`src/rtl/can_errmon_pkg.sv`:
```
package can_errmon_pkg;

  typedef enum logic [1:0] {
    ST_ACTIVE  = 2'd0,
    ST_PASSIVE = 2'd1,
    ST_BUSOFF  = 2'd2
  } err_state_e;

  typedef struct packed {
    logic rx_warn;
    logic tx_warn;
    logic rx_pas;
    logic tx_pas;
    logic bus_off;
  } err_flags_t;

endpackage

```
`src/rtl/can_errmon_rst_sync.sv`:
```
module can_errmon_rst_sync (
  input  logic clk,
  input  logic rst_n,
  output logic rst_sync_n
);

  logic [1:0] stage_q;

  always_ff @(posedge clk or negedge rst_n) begin
    if (!rst_n) stage_q <= 2'b00;
    else        stage_q <= {stage_q[0], 1'b1};
  end

  assign rst_sync_n = stage_q[1];

endmodule

```
`src/rtl/can_errmon_cnt.sv`:
```
module can_errmon_cnt #(
  parameter int W       = 8,
  parameter int INC_W   = 4,
  parameter int SAT_MAX = 255
) (
  input  logic             clk,
  input  logic             rst_n,
  input  logic             hold,
  input  logic             zero,
  input  logic             inc,
  input  logic [INC_W-1:0] amt,
  input  logic             dec,
  output logic [W-1:0]     cnt
);

  localparam logic [W:0] SAT_V = (W+1)'(SAT_MAX);

  logic [W-1:0] cnt_q;
  logic [W-1:0] cnt_d;
  logic [W:0]   sum;
  logic         en;

  // next-state: clear beats hold, increment beats decrement
  always_comb begin
    sum   = {1'b0, cnt_q} + (W+1)'(amt);
    en    = zero | (!hold & (inc | dec));
    cnt_d = cnt_q;
    if (zero) begin
      cnt_d = '0;
    end else if (inc) begin
      cnt_d = (sum > SAT_V) ? SAT_V[W-1:0] : sum[W-1:0];
    end else if (dec && (cnt_q != '0)) begin
      cnt_d = cnt_q - 1'b1;
    end
  end

  always_ff @(posedge clk or negedge rst_n) begin
    if (!rst_n)  cnt_q <= '0;
    else if (en) cnt_q <= cnt_d;
  end

  assign cnt = cnt_q;

endmodule

```
`src/rtl/can_errmon_status.sv`:
```
module can_errmon_status
  import can_errmon_pkg::*;
#(
  parameter int TEC_W    = 9,
  parameter int REC_W    = 8,
  parameter int WARN_LIM = 96,
  parameter int PASS_LIM = 127,
  parameter int BOFF_LIM = 255
) (
  input  logic [TEC_W-1:0] tec,
  input  logic [REC_W-1:0] rec,
  output err_flags_t       flags,
  output err_state_e       state
);

  localparam logic [TEC_W-1:0] T_WARN = TEC_W'(WARN_LIM);
  localparam logic [TEC_W-1:0] T_PASS = TEC_W'(PASS_LIM);
  localparam logic [TEC_W-1:0] T_BOFF = TEC_W'(BOFF_LIM);
  localparam logic [REC_W-1:0] R_WARN = REC_W'(WARN_LIM);
  localparam logic [REC_W-1:0] R_PASS = REC_W'(PASS_LIM);

  always_comb begin
    flags.tx_warn = (tec >= T_WARN);
    flags.tx_pas  = (tec >  T_PASS);
    flags.bus_off = (tec >  T_BOFF);
    flags.rx_warn = (rec >= R_WARN);
    flags.rx_pas  = (rec >  R_PASS);
    if (flags.bus_off)                   state = ST_BUSOFF;
    else if (flags.tx_pas | flags.rx_pas) state = ST_PASSIVE;
    else                                 state = ST_ACTIVE;
  end

endmodule

```
`src/rtl/can_errmon_ovf.sv`:
```
module can_errmon_ovf #(
  parameter int NBUF = 2
) (
  input  logic            clk,
  input  logic            rst_n,
  input  logic [NBUF-1:0] evt,
  input  logic [NBUF-1:0] clr,
  output logic [NBUF-1:0] flags,
  output logic            evt_seen
);

  logic [NBUF-1:0] flag_q;
  logic            evt_q;

  for (genvar gi = 0; gi < NBUF; gi++) begin : g_buf
    logic flag_d;
    logic flag_en;

    always_comb begin
      flag_en = evt[gi] | clr[gi];
      flag_d  = evt[gi];           // set has priority over clear
    end

    always_ff @(posedge clk or negedge rst_n) begin
      if (!rst_n)       flag_q[gi] <= 1'b0;
      else if (flag_en) flag_q[gi] <= flag_d;
    end
  end

  always_ff @(posedge clk or negedge rst_n) begin
    if (!rst_n) evt_q <= 1'b0;
    else        evt_q <= |evt;
  end

  assign flags    = flag_q;
  assign evt_seen = evt_q;

endmodule

```
`src/rtl/can_errmon.sv`:
```
module can_errmon
  import can_errmon_pkg::*;
#(
  parameter int NUM_RXBUF = 2,
  parameter int INC_W     = 4,
  parameter int TEC_W     = 9,
  parameter int REC_W     = 8,
  parameter int WARN_LIM  = 96,
  parameter int PASS_LIM  = 127,
  parameter int BOFF_LIM  = 255
) (
  input  logic                 clk,
  input  logic                 rst_n,
  input  logic                 tec_inc,
  input  logic [INC_W-1:0]     tec_inc_amt,
  input  logic                 tec_dec,
  input  logic                 rec_inc,
  input  logic [INC_W-1:0]     rec_inc_amt,
  input  logic                 rec_dec,
  input  logic                 recover,
  input  logic [NUM_RXBUF-1:0] ovf_evt,
  input  logic [NUM_RXBUF-1:0] ovf_clr,
  output logic [TEC_W-1:0]     tec,
  output logic [REC_W-1:0]     rec,
  output logic                 rx_warn,
  output logic                 tx_warn,
  output logic                 rx_passive,
  output logic                 tx_passive,
  output logic                 bus_off,
  output logic [1:0]           err_state,
  output logic [NUM_RXBUF-1:0] rx_ovfl,
  output logic                 err_irq
);

  localparam int TEC_MAX = (1 << TEC_W) - 1;
  localparam int REC_MAX = (1 << REC_W) - 1;

  logic       rst_sync_n;
  logic       freeze;
  logic       do_recover;
  logic       ovf_seen;
  err_flags_t flags;
  err_flags_t flags_prev_q;
  err_state_e state;

  can_errmon_rst_sync u_rst (
    .clk        (clk),
    .rst_n      (rst_n),
    .rst_sync_n (rst_sync_n)
  );

  assign freeze     = flags.bus_off;
  assign do_recover = recover & flags.bus_off;

  can_errmon_cnt #(.W(TEC_W), .INC_W(INC_W), .SAT_MAX(TEC_MAX)) u_tec (
    .clk   (clk),
    .rst_n (rst_sync_n),
    .hold  (freeze),
    .zero  (do_recover),
    .inc   (tec_inc),
    .amt   (tec_inc_amt),
    .dec   (tec_dec),
    .cnt   (tec)
  );

  can_errmon_cnt #(.W(REC_W), .INC_W(INC_W), .SAT_MAX(REC_MAX)) u_rec (
    .clk   (clk),
    .rst_n (rst_sync_n),
    .hold  (freeze),
    .zero  (do_recover),
    .inc   (rec_inc),
    .amt   (rec_inc_amt),
    .dec   (rec_dec),
    .cnt   (rec)
  );

  can_errmon_status #(
    .TEC_W(TEC_W), .REC_W(REC_W), .WARN_LIM(WARN_LIM),
    .PASS_LIM(PASS_LIM), .BOFF_LIM(BOFF_LIM)
  ) u_status (
    .tec   (tec),
    .rec   (rec),
    .flags (flags),
    .state (state)
  );

  can_errmon_ovf #(.NBUF(NUM_RXBUF)) u_ovf (
    .clk      (clk),
    .rst_n    (rst_sync_n),
    .evt      (ovf_evt),
    .clr      (ovf_clr),
    .flags    (rx_ovfl),
    .evt_seen (ovf_seen)
  );

  // previous flag snapshot for change detection
  always_ff @(posedge clk or negedge rst_sync_n) begin
    if (!rst_sync_n) flags_prev_q <= '0;
    else             flags_prev_q <= flags;
  end

  assign err_irq    = (flags != flags_prev_q) | ovf_seen;
  assign rx_warn    = flags.rx_warn;
  assign tx_warn    = flags.tx_warn;
  assign rx_passive = flags.rx_pas;
  assign tx_passive = flags.tx_pas;
  assign bus_off    = flags.bus_off;
  assign err_state  = state;

endmodule

```
`config.mk`:
```
export PLATFORM = sky130hd
export DESIGN_NAME = can_errmon
export DESIGN_NICKNAME = d
export VERILOG_FILES = /design/src/rtl/can_errmon_pkg.sv /design/src/rtl/can_errmon_rst_sync.sv /design/src/rtl/can_errmon_cnt.sv /design/src/rtl/can_errmon_status.sv /design/src/rtl/can_errmon_ovf.sv /design/src/rtl/can_errmon.sv
export SDC_FILE = /design/constraint.sdc
export NUM_CORES = 1
export LEC_CHECK = 0
export CAP_MARGIN = 40
export CORE_MARGIN = 2
export CORE_UTILIZATION = 55
export CTS_BUF_LIST = sky130_fd_sc_hd__clkbuf_4 sky130_fd_sc_hd__clkbuf_8 sky130_fd_sc_hd__clkbuf_16
export DETAILED_ROUTE_END_ITERATION = 8
export GPL_ROUTABILITY_DRIVEN = 0
export PLACE_DENSITY = 0.95
export SLEW_MARGIN = 20
export SYNTH_ARGS = -nofsm -noshare
export SYNTH_HDL_FRONTEND = slang
export SYNTH_SLANG_ARGS = --single-unit
```
`constraint.sdc`:
```
create_clock -name clk -period 4.75 [get_ports clk]
set_input_delay 0.475 -clock clk [delete_from_list [all_inputs] [get_ports clk]]
set_output_delay 0.475 -clock clk [all_outputs]
set_load 0.01 [all_outputs]
```
Yosys cells after proc, flatten, opt, wreduce, memory -nomap -nowiden
Cells that the tools add are included.
Storage, ports and cells
  flip-flop bits (word level): 27
  input port bits: 19
Cells by class
  equality and inequality tests: 1
  magnitude comparators: 7
  bitwise operators: 11
  mux-type cells: 10
  add/sub/neg operators: 4
  reductions and logical operators: 10
Operators with widths (count)
  $mux W9: 4
  $mux W8: 4
  $gt A9 B8 Y1 const B: 2
  $add A9 B4 Y10: 1
  $gt A10 B9 Y1 const B: 1
  $add A8 B4 Y9: 1
  $ge A9 B7 Y1 const B: 1
  $gt A9 B7 Y1 const B: 1
  $reduce_bool A9 Y1: 1
  $sub A9 B1 Y9 const B: 1
  $ge A8 B7 Y1 const B: 1
  $gt A8 B7 Y1 const B: 1
  $or A1 B1 Y1: 8
  $reduce_bool A8 Y1: 1
  $sub A8 B1 Y8 const B: 1
  $reduce_bool A3 Y1: 2
  $ne A5 B5 Y1: 1
  $reduce_and A2 Y1: 2
  $and A1 B1 Y1: 3
  $logic_and A1 B1 Y1: 2
  $mux W2: 1
  $reduce_or A2 Y1: 1
  $logic_not A1 Y1: 1
  $mux W1: 1

Depth between registers and ports, before layout
Gate-level depths: netlist of the first run.
  depth after elaboration: 5
  mapped depth: 8

By module
From an unflattened synthesis of the first run, not the netlist that was laid out.
Second synthesis, totals
  cell total of the unflattened synthesis: 246
  area total of the unflattened synthesis: 2242.2 um^2
Modules (own cells, without submodules)
  can_errmon_cnt (u_tec): times used 1, cells each 118, seq. area each 225.2 um^2, area each 1028.5 um^2
  can_errmon_cnt (u_rec): times used 1, cells each 97, seq. area each 200.2 um^2, area each 818.3 um^2
  can_errmon: times used 1, cells each 13, seq. area each 125.1 um^2, area each 188.9 um^2
  can_errmon_ovf: times used 1, cells each 8, seq. area each 75.1 um^2, area each 105.1 um^2
  can_errmon_rst_sync: times used 1, cells each 3, seq. area each 50.0 um^2, area each 53.8 um^2
  can_errmon_status: times used 1, cells each 7, seq. area each 0.0 um^2, area each 47.5 um^2

Worst setup path after synthesis of the first run
Ideal clock, no wire load.
  path kind: reg-to-output
  from: register u_tec.cnt_q[0], in the netlist u_tec.cnt[0]
  to: output err_irq
  required time: 4.275 ns
  slack: 2.387 ns
  arrival: 1.888 ns
  cell stages (with the launch flop): 6
  cell sequence: dfrtp_1 > ha_1 > and2_1 > o31ai_1 > xor2_1 > or3_1
Between the ends
  cells in the longest elaborated chain, start to end: 3
  elaborated cells between the ends (all ways): 5
  those cells by class: order compare: 3; eq/ne: 1; bitwise: 1
RTL lines
  start, declared: line can_errmon_cnt.sv:18  | logic [W-1:0] cnt_q;
  start signal, assigned: line can_errmon_cnt.sv:39  | else if (en) cnt_q <= cnt_d;
  $gt A9 B7 Y1: line can_errmon_status.sv:24  | flags.tx_pas = (tec > T_PASS);
  net tx_passive: line can_errmon.sv:28  | output logic tx_passive,
  $ne A5 B5 Y1: line can_errmon.sv:102  | assign err_irq = (flags != flags_prev_q) | ovf_seen;
  $or A1 B1 Y1: line can_errmon.sv:102
  end, declared: line can_errmon.sv:32  | output logic err_irq
The timed path passes the listed nets, and every way through them passes these cells.

Final worst setup path of the first run
  from: register u_tec.cnt_q[4], in the netlist u_tec.cnt[4]
  to: output err_irq
Between the ends
  cells in the longest elaborated chain, start to end: 3
  elaborated cells between the ends (all ways): 5
  those cells by class: order compare: 3; eq/ne: 1; bitwise: 1
RTL lines
  $gt A9 B8 Y1, or another cell as far along: line can_errmon_status.sv:25  | flags.bus_off = (tec > T_BOFF);
  $ne A5 B5 Y1 *: line can_errmon.sv:102
  $or A1 B1 Y1 *: line can_errmon.sv:102
Mark *: on every way between the ends. The rest lies on a longest branch, timed or not.

==> impl_results.md, run 1 <==
* Hold WC Path Type: flop to async pin
* Avg Cell Area, Syn at between 8 and 9 um2
* Clock network latency to the later pin of the worst-skew pair at 290 ps
* Power density over the cells at 591.6 nW/um2
* Filler-free cell count of the finished design at roughly 340
* Pin count of the biggest net entering global routing at 18
* Clock buffer count from CTS at 3
* Clock skew at about 2.7 ps
* DRT iter0 DRCs at 194
* Count of flip-flops with a built-in enable after synthesis at 0
* Fill cell count at roughly 290
* Effective utilization at floorplan at just under 60%
* Portion of synthesized cell area occupied by the leading cell type at between 30% and 40%
* Routed via count at roughly 2100
* Global-route wire length before repair at roughly 9600 um
* Flop2flop setup slack at roughly 2300 ps
* Core Region at between 3000 and 4000 um2
* Status: finished, final reports clean
* Post-CTS setup buffer count at 0
* WP data arrival at 2800 ps
* Setup repair after global routing missed its margin: no
* Combined flip-flop and latch cell area at just under 700 um2
* Flops & latches, synth at 27
* Number of routed nets with antenna violations at 0
* Total number of clock tree sinks at 27
* Most common library cells after synthesis: sky130_fd_sc_hd__dfrtp_1, sky130_fd_sc_hd__inv_1, sky130_fd_sc_hd__nand2_1, sky130_fd_sc_hd__nor2_1, sky130_fd_sc_hd__ha_1
* Peak supply drop at around 310 uV
* Port Buffers at 45
* Maxcap violations at 0
* Share of final-layout standard cells stronger than drive strength 1 at slightly above 5%
* Type of the setup path with the least slack: flop to primary output
* CTS tree: built
* Average wire length per cell after detail routing at ~17 um
* Final setup vio count at 0
* Post-Synthesis Cell Area at ~2100 um2
* Multi-input combinational cell area at roughly 1300 um2
* Overall routed net length at approximately 5600 um
* Util after Layout at between 70% and 80%
* Max H-tree Level at 1
* Crit path launch type: flop
* Transition at the pin with the smallest max-transition slack at 746.3 ps
* Overall die width at approximately 66 um
* Most used flip-flop cell after synthesis: sky130_fd_sc_hd__dfrtp_1
* Final slew viol count at 0
* Post-detailed-placement half-perimeter wirelength at 4132 um
* Shortest period the worst path allows at about 3300 ps
* Number of rows in the core area at 22
* Most area-consuming cells after synthesis: sky130_fd_sc_hd__dfrtp_1, sky130_fd_sc_hd__ha_1, sky130_fd_sc_hd__o221ai_1, sky130_fd_sc_hd__inv_1, sky130_fd_sc_hd__nand2_1
* Aggregate negative setup slack at 0 ps
* Number of global-route vias before repair at 2048
* Root buf cell: sky130_fd_sc_hd__clkbuf_8
* Number of cells traversed by the worst register-to-register path at 6
* Static leakage at 1.156 nW
* Diodes inserted at 0
* Count of synthesis-stage warnings from yosys at 0
* Cell count after synthesis at about 250
* Share of the yosys chip area belonging to registers at a little under a third
* Clock-pin slew reported for the worst setup and hold paths after clock tree synthesis at roughly 100 ps
* Die Height at about 66 um
* Cell type with the largest total area after synthesis: sky130_fd_sc_hd__dfrtp_1
* Boundary pin count at 46
* Worst reg2reg path endpoint: u_tec.cnt[7]$_DFFE_PN0P_
* Final net count at between 300 and 400
* Post-route worst hold slack at roughly 290 ps
* Fraction of registers with async set or reset after synthesis at 100.0%
* Critical path peak fanout at 15
* Endpoints failing hold at 0
* GRT Util Overall at 28.70%
* Distinct cell type count of the synthesized netlist at slightly above 50
* Maximum frequency from static timing analysis at 0.3052 GHz
* Total congestion overflow at 0
* Synthesized Nets at ~290
* Total instance count after detailed placement at about 330
* Deepest clock path buffer count at 2
* Worst path required time at about 4300 ps
* Share of the clock period used by the worst path at a little under 70%
* Critical Path Sink Type: primary output
* Number of vias per cell at about 6.4
* Number of resized instances in the post-cts repair step at 0
* Hold_buf cts at 0
* Normalized max-slew margin at around 50%
* Drt pass-1 iters at 5
* Full die area at between 4000 and 5000 um2
* DRC violation count after routing at 0
* Area Growth Syn to Fin at 23.76%
* Beginning of the worst register-to-register path: u_tec.cnt[1]$_DFFE_PN0P_
* Number of antenna violations at the first check in global routing at 0
[area by class of cell]
class,instances,share of cell area [%]
clock buffers,3,1.560
clock inverters,1,0.3310
inverters,27,3.830
multi-input cells,185,49.03
flip-flops and latches,27,25.53
well taps,48,2.270
repair buffers,46,17.45
[cell families after synthesis]
kind of cell	Yosys count	synth area share (%)
buf+inv	40	7.724
xor+xnor	9	3.687
mux	3	1.814
compound gates	80	27.62
simple gates	77	17.90
flops	27	31.60
other cells	1	0.1754
fa+ha+maj	15	9.479
[through the flow]
step	total power, W	instance area, um2	worst slack [ps]
2_1_floorplan	0.001055	2138	2387
3_3_place_gp	0.001351	2585	1911
3_5_place_dp	0.001389	2596	1864
4_1_cts	0.001547	2646	1485
6_report	0.001566	2646	1474
5_1_grt	0.001691	2646	1341
[power breakdown]
part,total (W),switching [W],internal [W]
Clock,0.000146,0.0000842,0.0000620
Combinational,0.000932,0.000492,0.000440
Sequential,0.000487,0.000172,0.000316
[layout by cell type, fill, tap and decap left out, types with 8 or more instances in the layout]
cell type and instances:
sky130_fd_sc_hd__nor2_1 16, sky130_fd_sc_hd__ha_1 13, sky130_fd_sc_hd__o221ai_1 12, sky130_fd_sc_hd__nand3_1 8, sky130_fd_sc_hd__nand2_1 25, sky130_fd_sc_hd__a21oi_1 12
sky130_fd_sc_hd__o21ai_0 10, sky130_fd_sc_hd__clkdlybuf4s50_1 45, sky130_fd_sc_hd__inv_1 27, sky130_fd_sc_hd__dfrtp_1 27
[worst max-delay path by stage]
stage / start / endpoint / slack [ps]
floorplan: u_tec.cnt[0]$_DFFE_PN0P_ / err_irq / 2390
global placement: u_tec.cnt[4]$_DFFE_PN0P_ / err_irq / 1910
detailed placement: rec_inc_amt[0] / u_rec.cnt[5]$_DFFE_PN0P_ / 1860
CTS: u_tec.cnt[4]$_DFFE_PN0P_ / err_irq / 1490
global route: u_tec.cnt[4]$_DFFE_PN0P_ / err_irq / 1340
finish: u_tec.cnt[4]$_DFFE_PN0P_ / err_irq / 1470
[flip-flops by register name, summed over array words and instances (netlist names)]
register	flops
u_rst.stage_q	2
u_tec.cnt	9
u_ovf.evt_seen	1
u_ovf.flags	2
u_rec.cnt	8
flags_prev_q	5
[worst max-delay path, cell delays in order (launching register included)]
cell and delay (ps):
sky130_fd_sc_hd__dfrtp_1 650, sky130_fd_sc_hd__nand4_1 300, sky130_fd_sc_hd__o31ai_4 570, sky130_fd_sc_hd__xor2_1 140
sky130_fd_sc_hd__or3_1 370, sky130_fd_sc_hd__clkdlybuf4s50_1 480
[per-layer routing]
metal / vias to the layer above / GRT usage [%] / share of wire [%]
li1: 995 / - / -
met1: 1008 / 37.01 / 42
met2: 117 / 47.50 / 48
met5: - / 0 / 0
met4: 0 / 14.54 / 3.5
met3: 22 / 3.066 / 6.5
No activity file was read; power rests on OpenSTA's default activity.
==> run 2: changes to the inputs <==
--- a/config.mk
+++ b/config.mk
@@ -7,11 +7,11 @@
 export LEC_CHECK = 0
 export CAP_MARGIN = 40
 export CORE_MARGIN = 2
-export CORE_UTILIZATION = 55
+export CORE_UTILIZATION = 46
 export CTS_BUF_LIST = sky130_fd_sc_hd__clkbuf_4 sky130_fd_sc_hd__clkbuf_8 sky130_fd_sc_hd__clkbuf_16
 export DETAILED_ROUTE_END_ITERATION = 8
 export GPL_ROUTABILITY_DRIVEN = 0
-export PLACE_DENSITY = 0.95
+export PLACE_DENSITY = 0.88
 export SLEW_MARGIN = 20
 export SYNTH_ARGS = -nofsm -noshare
 export SYNTH_HDL_FRONTEND = slang
==> constraint.sdc (replaced) <==
create_clock -name clk -period 3 [get_ports clk]
set_input_delay 0.3 -clock clk [delete_from_list [all_inputs] [get_ports clk]]
set_output_delay 0.3 -clock clk [all_outputs]
set_load 0.01 [all_outputs]
==> impl_results.md, run 2 (synthesis gave the netlist of run 1 again) <==
* Leading cell type in the layout, fill and taps excluded: sky130_fd_sc_hd__clkdlybuf4s50_1
* Type of the setup path with the least slack: flop to primary output
* Maxcap violations at 0
* Boundary pin count at 46
* Average wire length per cell after detail routing at roughly 15 um
* Total instance count after detailed placement at between 300 and 400
* Timing startpoint of the critical path: u_tec.cnt[0]$_DFFE_PN0P_
* Filler-free cell count of the finished design at roughly 350
* Clock buffer count from CTS at 3
* GRT Util Overall at a little over a fifth
* Clock network latency to the later pin of the worst-skew pair at 290 ps
* Hold_buf cts at 0
* Number of routed nets with antenna violations at 0
* Full die area at between 5000 and 6000 um2
* Multi-input combinational cell area at between 1000 and 1500 um2
* Aggregate negative setup slack at 0 ps
* Max H-tree Level at 1
* Final setup vio count at 0
* Overall die width at 72.18 um
* Endpoints failing hold at 0
* Root buf cell: sky130_fd_sc_hd__clkbuf_8
* Most frequent cells in the layout: sky130_fd_sc_hd__clkdlybuf4s50_1, sky130_fd_sc_hd__inv_1, sky130_fd_sc_hd__dfrtp_1, sky130_fd_sc_hd__nand2_1, sky130_fd_sc_hd__nor2_1
* Deepest clock path buffer count at 2
* Number of flip-flops under the largest register name at 9
* WP data arrival at between 2000 and 2500 ps
* Total number of clock tree sinks at 27
* Shortest period the worst path allows at 2705 ps
* Critical Path Sink Type: primary output
* Power density over the cells at a little over 900 nW/um2
* Post-CTS setup buffer count at 0
* Global routing met3 resource utilization at roughly 2.5%
* Area Growth Syn to Fin at 25.57%
* Overall routed net length at between 5000 and 6000 um
* Final slew viol count at 0
* Routed via count at ~2000
* Switching share of total power at 46.38%
* Standard cell area after detailed placement at between 2000 and 3000 um2
* Die Height at 72.18 um
* Number of cells traversed by the worst register-to-register path at 8
* Share of final-layout standard cells stronger than drive strength 1 at between 6 and 7%
* Fill cell count at 373
* Port Buffers at 45
* DRT iter0 DRCs at between 200 and 250
* Beginning of the worst register-to-register path: u_rec.cnt[0]$_DFFE_PN0P_
* Critical path peak fanout at 7
* Final design instance area without fill at between 2000 and 3000 um2
* Diodes inserted at 0
* Number of antenna violations at the first check in global routing at 0
* Internal power of the cells at roughly 0.0013 W
* Drt pass-1 iters at 4
* Met1 global-route usage at just under 30%
* DRC violation count after routing at 0
* Total congestion overflow at 0
* Transition at the pin with the smallest max-transition slack at a little under 600 ps
* Pin count of the biggest net entering global routing at 19
* Clock skew at 2.007 ps
* Number of rows in the core area at 24
* CTS tree: built
* Number of global-route vias before repair at about 1900
* Normalized max-slew margin at between 60 and 70%
* Share of the clock period used by the worst path at about nine tenths
* Met2 capacity usage during global routing at about a third
* Final net count at roughly 330
* Number of vias per cell at slightly below 6
* Effective utilization at floorplan at slightly below 50%
* Proportion of power drawn by the clock network at a little under a tenth
* Post-detailed-placement half-perimeter wirelength at 3897 um
* Peak supply drop at ~460 uV
* Maximum frequency from static timing analysis at approximately 0.37 GHz
* Status: finished, final reports clean
* Static leakage at about 1.2 nW
* Setup repair after global routing missed its margin: no
* Worst path required time at 2700 ps
* P_sw at roughly 0.0011 W
* Clock-pin slew reported for the worst setup and hold paths after clock tree synthesis at around 100 ps
* Core Region at roughly 4400 um2
* Hold WC Path Type: flop to async pin
* GRT busiest layer: met2
* Global-route wire length before repair at around 9000 um
* Number of resized instances in the post-cts repair step at 0
* Combined flip-flop and latch cell area at approximately 680 um2
* Share of power burned in combinational logic at 60.1%
* Crit path launch type: flop
* Reg power frac at between 30% and 40%
## run 2: per-stage QoR
step	power [W]	worst slack [ps]	hold WS, ps	util [%]
after CTS	0.002451	269.8	153.4	60.83
after global routing	0.002677	160.7	146.1	60.83
after floorplan	0.001670	811.7	4.409	-
after global placement	0.002172	479.3	339.1	59.35
final	0.002450	295.4	154.4	60.83
after detailed placement	0.002212	344.9	163.9	59.69
## run 2: worst paths after layout
kind | to | slack [ps]
setup / recovery | err_irq | 300
hold / removal | u_ovf.flags[1]$_DFFE_PN0P_ | 150
setup reg to reg | u_rec.cnt[3]$_DFFE_PN0P_ | 690
hold reg to reg | u_ovf.flags[1]$_DFFE_PN0P_ | 150
max in group asynchronous | u_tec.cnt[4]$_DFFE_PN0P_ | 2400
min in group clk | u_rst.stage_q[1]$_DFF_PN0_ | 370
## run 2: layout make-up
class / count / area share, %
Sequential cell: 27 / 25.16
Timing Repair Buffer: 50 / 18.45
Clock buffer: 3 / 1.538
Multi-Input combinational cell: 185 / 48.32
Inverter: 27 / 3.774
Clock inverter: 1 / 0.3262
Tap cell: 52 / 2.423
## run 2: critical path: stages (launching register included)
cell and delay, ps:
sky130_fd_sc_hd__dfrtp_1 480, sky130_fd_sc_hd__ha_1 230, sky130_fd_sc_hd__and2_1 170, sky130_fd_sc_hd__o31ai_1 230, sky130_fd_sc_hd__buf_4 180, sky130_fd_sc_hd__xor2_1 60, sky130_fd_sc_hd__or3_1 300, sky130_fd_sc_hd__clkdlybuf4s50_1 480
## run 2: power by group through the flow
stage               sequential (W)  combinational [W]  clock [W]
global placement          0.000748            0.00142          0
CTS                       0.000748            0.00147   0.000235
floorplan                 0.000687           0.000983          0
finish                    0.000750            0.00147   0.000228
detailed placement        0.000754            0.00146          0
global route              0.000786            0.00164   0.000254
## run 2: routing by layer
layer  part of all wire (%)  up-vias
li1                       -     1006
met1                     44      954
met2                     48       88
met3                    6.6       11
met4                    2.0        0
met5                      0        -
